$ cat config.mk
export PLATFORM = sky130hd
export DESIGN_NAME = lin_wake_detector
export DESIGN_NICKNAME = d
export VERILOG_FILES = /design/src/rtl/lin_wake_pkg.sv /design/src/rtl/bus_wake_seq.sv /design/src/rtl/local_wake_filt.sv /design/src/rtl/wake_flag_reg.sv /design/src/rtl/lin_wake_detector.sv
export SDC_FILE = /design/constraint.sdc
export NUM_CORES = 1
export LEC_CHECK = 0
export ABC_AREA = 0
export BUFFER_PORTS_ARGS = -buffer_cell sky130_fd_sc_hd__buf_4
export CAP_MARGIN = 20
export CORE_MARGIN = 3
export CORE_UTILIZATION = 35
export DETAILED_ROUTE_END_ITERATION = 6
export PLACE_DENSITY = 0.63
export SETUP_SLACK_MARGIN = 0.02
export SYNTH_ARGS = -nofsm -noshare
export SYNTH_HDL_FRONTEND = slang
export SYNTH_SLANG_ARGS = --single-unit
$ cat constraint.sdc
create_clock -name clk_i -period 1.76 [get_ports clk_i]
set_input_delay 0.44 -clock clk_i [delete_from_list [all_inputs] [get_ports clk_i]]
set_output_delay 0.44 -clock clk_i [all_outputs]
set_load 0.02 [all_outputs]
$ cat src/rtl/lin_wake_pkg.sv
package lin_wake_pkg;
  typedef enum logic [1:0] {
    BW_IDLE = 2'd0,
    BW_LOW  = 2'd1,
    BW_HELD = 2'd2
  } bw_state_e;
endpackage

$ cat src/rtl/bus_wake_seq.sv
module bus_wake_seq
  import lin_wake_pkg::*;
#(
  parameter int HOLD_TICKS = 100,
  parameter int CW         = 7
) (
  input  logic clk_i,
  input  logic rst_ni,
  input  logic tick_i,
  input  logic armed_i,
  input  logic rx_i,
  output logic hit_o
);
  localparam logic [CW-1:0] LAST = CW'(HOLD_TICKS - 1);

  bw_state_e      state_q;
  logic [CW-1:0]  cnt_q;
  logic           rx_q;

  always_ff @(posedge clk_i or negedge rst_ni) begin
    if (!rst_ni) begin
      state_q <= BW_IDLE;
      cnt_q   <= '0;
      rx_q    <= 1'b1;
    end else begin
      rx_q <= rx_i;
      if (!armed_i) begin
        state_q <= BW_IDLE;
        cnt_q   <= '0;
      end else begin
        unique case (state_q)
          BW_IDLE: if (rx_q && !rx_i) begin
            state_q <= BW_LOW;
            cnt_q   <= '0;
          end
          BW_LOW: begin
            if (rx_i) begin
              state_q <= BW_IDLE;  // released too early: discard
            end else if (tick_i) begin
              if (cnt_q == LAST) state_q <= BW_HELD;
              else               cnt_q   <= cnt_q + 1'b1;
            end
          end
          BW_HELD: if (rx_i) state_q <= BW_IDLE;
          default: state_q <= BW_IDLE;
        endcase
      end
    end
  end

  assign hit_o = armed_i && (state_q == BW_HELD) && rx_i;
endmodule

$ cat src/rtl/local_wake_filt.sv
module local_wake_filt #(
  parameter int DEB_TICKS = 30,
  parameter int CW        = 5
) (
  input  logic clk_i,
  input  logic rst_ni,
  input  logic tick_i,
  input  logic armed_i,
  input  logic wake_i,
  output logic hit_o
);
  localparam logic [CW-1:0] LAST = CW'(DEB_TICKS - 1);

  logic          ref_q;
  logic          pend_q;
  logic [CW-1:0] cnt_q;
  logic          diff;

  assign diff  = (wake_i != ref_q);
  assign hit_o = armed_i && pend_q && diff && tick_i && (cnt_q == LAST);

  always_ff @(posedge clk_i or negedge rst_ni) begin
    if (!rst_ni) begin
      ref_q  <= 1'b0;
      pend_q <= 1'b0;
      cnt_q  <= '0;
    end else if (!armed_i) begin
      ref_q  <= wake_i;  // track level outside sleep
      pend_q <= 1'b0;
      cnt_q  <= '0;
    end else if (!diff) begin
      pend_q <= 1'b0;    // bounced back: restart
      cnt_q  <= '0;
    end else if (!pend_q) begin
      pend_q <= 1'b1;
      cnt_q  <= '0;
    end else if (tick_i) begin
      if (cnt_q == LAST) begin
        ref_q  <= wake_i;
        pend_q <= 1'b0;
        cnt_q  <= '0;
      end else begin
        cnt_q <= cnt_q + 1'b1;
      end
    end
  end
endmodule

$ cat src/rtl/wake_flag_reg.sv
module wake_flag_reg (
  input  logic clk_i,
  input  logic rst_ni,
  input  logic bus_hit_i,
  input  logic loc_hit_i,
  input  logic clr_i,
  output logic pulse_o,
  output logic bus_flag_o,
  output logic loc_flag_o
);
  always_ff @(posedge clk_i or negedge rst_ni) begin
    if (!rst_ni) begin
      pulse_o    <= 1'b0;
      bus_flag_o <= 1'b0;
      loc_flag_o <= 1'b0;
    end else begin
      pulse_o <= bus_hit_i | loc_hit_i;
      if (clr_i) begin
        bus_flag_o <= 1'b0;
        loc_flag_o <= 1'b0;
      end else begin
        if (bus_hit_i) bus_flag_o <= 1'b1;
        if (loc_hit_i) loc_flag_o <= 1'b1;
      end
    end
  end
endmodule

$ cat src/rtl/lin_wake_detector.sv
module lin_wake_detector #(
  parameter int BUS_HOLD_TICKS = 100,
  parameter int DEBOUNCE_TICKS = 30
) (
  input  logic clk_i,
  input  logic rst_ni,
  input  logic tick_i,
  input  logic sleep_i,
  input  logic standby_i,
  input  logic normal_entry_i,
  input  logic rx_i,
  input  logic wake_pin_i,
  output logic wake_pulse_o,
  output logic bus_wake_o,
  output logic local_wake_o
);
  localparam int HOLD_W = (BUS_HOLD_TICKS < 2) ? 1 : $clog2(BUS_HOLD_TICKS);
  localparam int DEB_W  = (DEBOUNCE_TICKS < 2) ? 1 : $clog2(DEBOUNCE_TICKS);

  logic bus_hit;
  logic loc_hit;

  bus_wake_seq #(.HOLD_TICKS(BUS_HOLD_TICKS), .CW(HOLD_W)) u_bus (
    .clk_i   (clk_i),
    .rst_ni  (rst_ni),
    .tick_i  (tick_i),
    .armed_i (sleep_i | standby_i),
    .rx_i    (rx_i),
    .hit_o   (bus_hit)
  );

  local_wake_filt #(.DEB_TICKS(DEBOUNCE_TICKS), .CW(DEB_W)) u_loc (
    .clk_i   (clk_i),
    .rst_ni  (rst_ni),
    .tick_i  (tick_i),
    .armed_i (sleep_i),
    .wake_i  (wake_pin_i),
    .hit_o   (loc_hit)
  );

  wake_flag_reg u_flags (
    .clk_i      (clk_i),
    .rst_ni     (rst_ni),
    .bus_hit_i  (bus_hit),
    .loc_hit_i  (loc_hit),
    .clr_i      (normal_entry_i),
    .pulse_o    (wake_pulse_o),
    .bus_flag_o (bus_wake_o),
    .loc_flag_o (local_wake_o)
  );
endmodule

==> results by group <==
Outcome
  – Run status: finished, final reports clean

Floorplanning
  – Area enclosed by the die boundary: 3640 um^2
  – Die width: 60.3 um
  – Initial Util: between 30% and 40%
  – Core area: approximately 2800 um^2
  – Vertical extent of the die: 60.3 um
  – IO Pins: 11
  – Number of standard-cell rows in the floorplan: 19

Route
  – DRT antenna net count: 0
  – Residual DRC count: 0
  – Average via count per standard cell: between 5 and 6
  – Via count: between 800 and 900
  – Drt first-iter violations: 32
  – Number of iterations in the first detailed-routing pass: 4
  – Post-Route WL: between 1500 and 2000 um
  – Wire length per cell after detailed routing: approximately 13 um

Critical path
  – Startpoint of the worst-slack reg-to-reg timing path: u_bus.cnt_q[0]
  – Cells on worst reg2reg path: 5
  – R2r endpoint: u_bus.cnt_q[0]
  – Reg-to-reg slack, setup: about 0.12 ns
  – Largest fanout of any net on the critical path: 5
  – Critical path launch point: u_bus.cnt_q[0]
  – Startpoint class of the critical path: register
  – Crit end category: register
  – Crit path kind: register to register
  – Critical Path AT: 1.89 ns
  – Required time of the worst setup path: between 2 and 2.5 ns

Logic synthesis
  – Cell type with the highest aggregate area in the netlist: sky130_fd_sc_hd__dfrtp_1
  – Avg Synthesized Cell Area: between 9 and 10 um^2
  – Mapped Area: ~1000 um^2
  – Number of synthesis warnings: 0
  – Top-count cell post-synth: sky130_fd_sc_hd__dfrtp_1
  – Syn Inst Count: around 110
  – Most area-consuming cells after synthesis: sky130_fd_sc_hd__dfrtp_1 46%, sky130_fd_sc_hd__a21oi_1 4.4%, sky130_fd_sc_hd__nor2_1 4.4%
  – Fraction of registers with async set/reset: between 90% and 100%
  – EDFF count, synth: 0
  – Flops & latches, synth: 20
  – Portion of the post-synthesis area used by sequential elements: between 40% and 50%
  – Commonest register cell after synthesis: sky130_fd_sc_hd__dfrtp_1
  – Leading cell types by count after synthesis: 19 x sky130_fd_sc_hd__dfrtp_1, 12 x sky130_fd_sc_hd__nor2_1, 9 x sky130_fd_sc_hd__a21oi_1
  – Share of the synthesized area in the top cell type: between 40% and 50%
  – Mapped Nets: approximately 120
  – Netlist cell types: 38

Timing
  – Endpoints failing hold: 0
  – Max-slew violations: 0
  – Max Fclk: roughly 610 MHz
  – Min setup slack post-route: 0.119 ns
  – Actual slew at the worst max-slew pin: roughly 0.4 ns
  – Setup repair after global routing missed its margin: no
  – Slew Limit Headroom: roughly 73%
  – Portion of the clock cycle consumed by the worst path in the final layout: 93.2%
  – Min Clock Period, post-route: 1.64 ns
  – Setup Total Neg Slack: 0 ns
  – Number of endpoints failing setup at the final stage: 0
  – Fin Clk Skew: between 0.0005 and 0.0006 ns

Hold path
  – Endpoint, Worst Hold: u_bus.rx_q
  – Min-Delay Startpoint: rx_i
  – Class of the tightest hold or removal check: input pin to register
  – Hold Path Depth: 1

GRT
  – Initial antenna violation count: 0
  – Global-route wire length before repair: 3410 um
  – Maximum number of pins on one net before global-route repair: 21
  – Leftover overflow at the end of global routing: 0
  – Overall track demand over capacity in global routing: about 13%
  – Number of global-route vias before repair: 768

Finish
  – Inserted Diodes: 0
  – Growth of design area from synthesis to finish: 13.8%
  – Post-route core utilization: between 40% and 50%
  – Post-layout net count: around 130
  – Layout cell share with drive strength beyond 1: 14.9%
  – Final design area excluding fillers: roughly 1200 um^2
  – Final std cells w/o fill: between 150 and 200

Clock network
  – Root buffer cell: sky130_fd_sc_hd__clkbuf_4
  – Post-CTS Setup Bufs: 0
  – Num CTS Buffers: 3
  – Clock slew seen by the registers of the worst setup and hold paths: around 0.11 ns
  – Maximum clock insertion buffer count: 2
  – Number of clock sinks: 20
  – Clock latency on the worst-skew pair: roughly 0.30 ns
  – TritonCTS clock tree: done
  – Total number of H-tree levels: 1
  – Post-cts resize count: 0

Place
  – Final GP Congestion: 0.833
  – Area after DPL: 1140 um^2
  – Cells after DPL: between 100 and 150
  – Setup Slack @ Placement: approximately 0.14 ns
  – Count of buffers inserted at the top-level ports: 10
  – Half-perimeter wire length after placement: about 1400 um

Power and ir drop
  – Leakage: ~0.52 nW
  – Power Dens Cells: 673 nW/um^2
  – Peak supply drop: just under 0.0006 V

Job
  – Max Cap Violations: 0
## worst max-delay path by stage
stage	to	slack, ns	cells after the start
global placement	u_loc.ref_q	0.16	6
detailed placement	u_loc.ref_q	0.14	6
floorplan	u_loc.ref_q	0.28	6
global route	u_loc.ref_q	0.03	6
finish	u_bus.cnt_q[0]	0.12	5
CTS	u_loc.ref_q	0.12	6
## area by class of cell
class | instances | area [um^2]
Fill cell | 269 | 1610
Timing Repair Buffer | 11 | 85.1
Multi-Input combinational cell | 79 | 497
Tap cell | 31 | 38.8
Inverter | 7 | 26.3
Clock buffer | 4 | 26.3
Sequential cell | 20 | 502
## worst max-delay path: stages, from the launching register on
cell                       delay, ns
sky130_fd_sc_hd__dfrtp_1        0.44
sky130_fd_sc_hd__ha_1           0.26
sky130_fd_sc_hd__nand2b_1       0.12
sky130_fd_sc_hd__o41a_1         0.45
sky130_fd_sc_hd__o21bai_2       0.18
sky130_fd_sc_hd__a22o_1         0.15
## sequential cells by signal, summed over array words and instances, names as in the netlist
register	cells
u_bus.rx_q	1
u_loc.ref_q	1
u_flags.loc_flag_o	1
u_loc.cnt_q	5
u_bus.cnt_q	7
u_loc.pend_q	1
u_bus.state_q	2
u_flags.pulse_o	1
u_flags.bus_flag_o	1
## stage by stage
step	hold WS, ns	total power, mW
after floorplan	0.144	0.536
final	0.274	0.790
after CTS	0.263	0.802
after detailed placement	0.333	0.572
after global routing	0.254	0.836
after global placement	0.334	0.570
## placed cells by master, fill, tap and decap left out, types with 2 or more instances in the layout
cell type                  instances
sky130_fd_sc_hd__inv_1             7
sky130_fd_sc_hd__mux2i_1           2
sky130_fd_sc_hd__dfrtp_1          19
sky130_fd_sc_hd__nand2b_1          2
sky130_fd_sc_hd__nand2_1           6
sky130_fd_sc_hd__a21o_1            2
sky130_fd_sc_hd__o21ai_0           7
sky130_fd_sc_hd__nand3_1           3
sky130_fd_sc_hd__nand4_1           4
sky130_fd_sc_hd__a21oi_1           9
sky130_fd_sc_hd__nor2_1           12
sky130_fd_sc_hd__clkbuf_4          3
sky130_fd_sc_hd__ha_1              3
sky130_fd_sc_hd__nor2b_1           2
sky130_fd_sc_hd__or3_1             3
sky130_fd_sc_hd__buf_4            10
sky130_fd_sc_hd__nor3_1            3
## timing repair
action,4_1_cts,5_1_grt
setup endpoints to repair,0,0
hold buffers,1,0
endpoints found under the hold margin,19,0
## cell families after synthesis
| group | after synthesis | synth area share, % |
|---|---|---|
| simple gates | 43 | 22.1 |
| compound gates | 29 | 18.5 |
| flops | 20 | 48.6 |
| buf+inv | 8 | 3.27 |
| mux | 3 | 3.03 |
| fa+ha+maj | 3 | 3.64 |
| xor+xnor | 1 | 0.849 |
## power by group
| part | internal [mW] | switching, mW | leakage (nW) |
|---|---|---|---|
| logic | 0.0366 | 0.0484 | 0.234 |
| registers | 0.470 | 0.00906 | 0.271 |
| clock network | 0.0883 | 0.138 | 0.0150 |
## per-layer routing
metal  wire length, um  part of all wire (%)  global-route usage [%]  vias up
met5                 0                     0                       0        -
met4                 0                     0                    2.53        0
met3               107                   5.4                    4.54        0
met2               911                    46                    19.1       26
met1               974                    49                    17.2      383
li1                  -                     -                       -      416
Note: power is estimated with default switching activity, not from simulation.
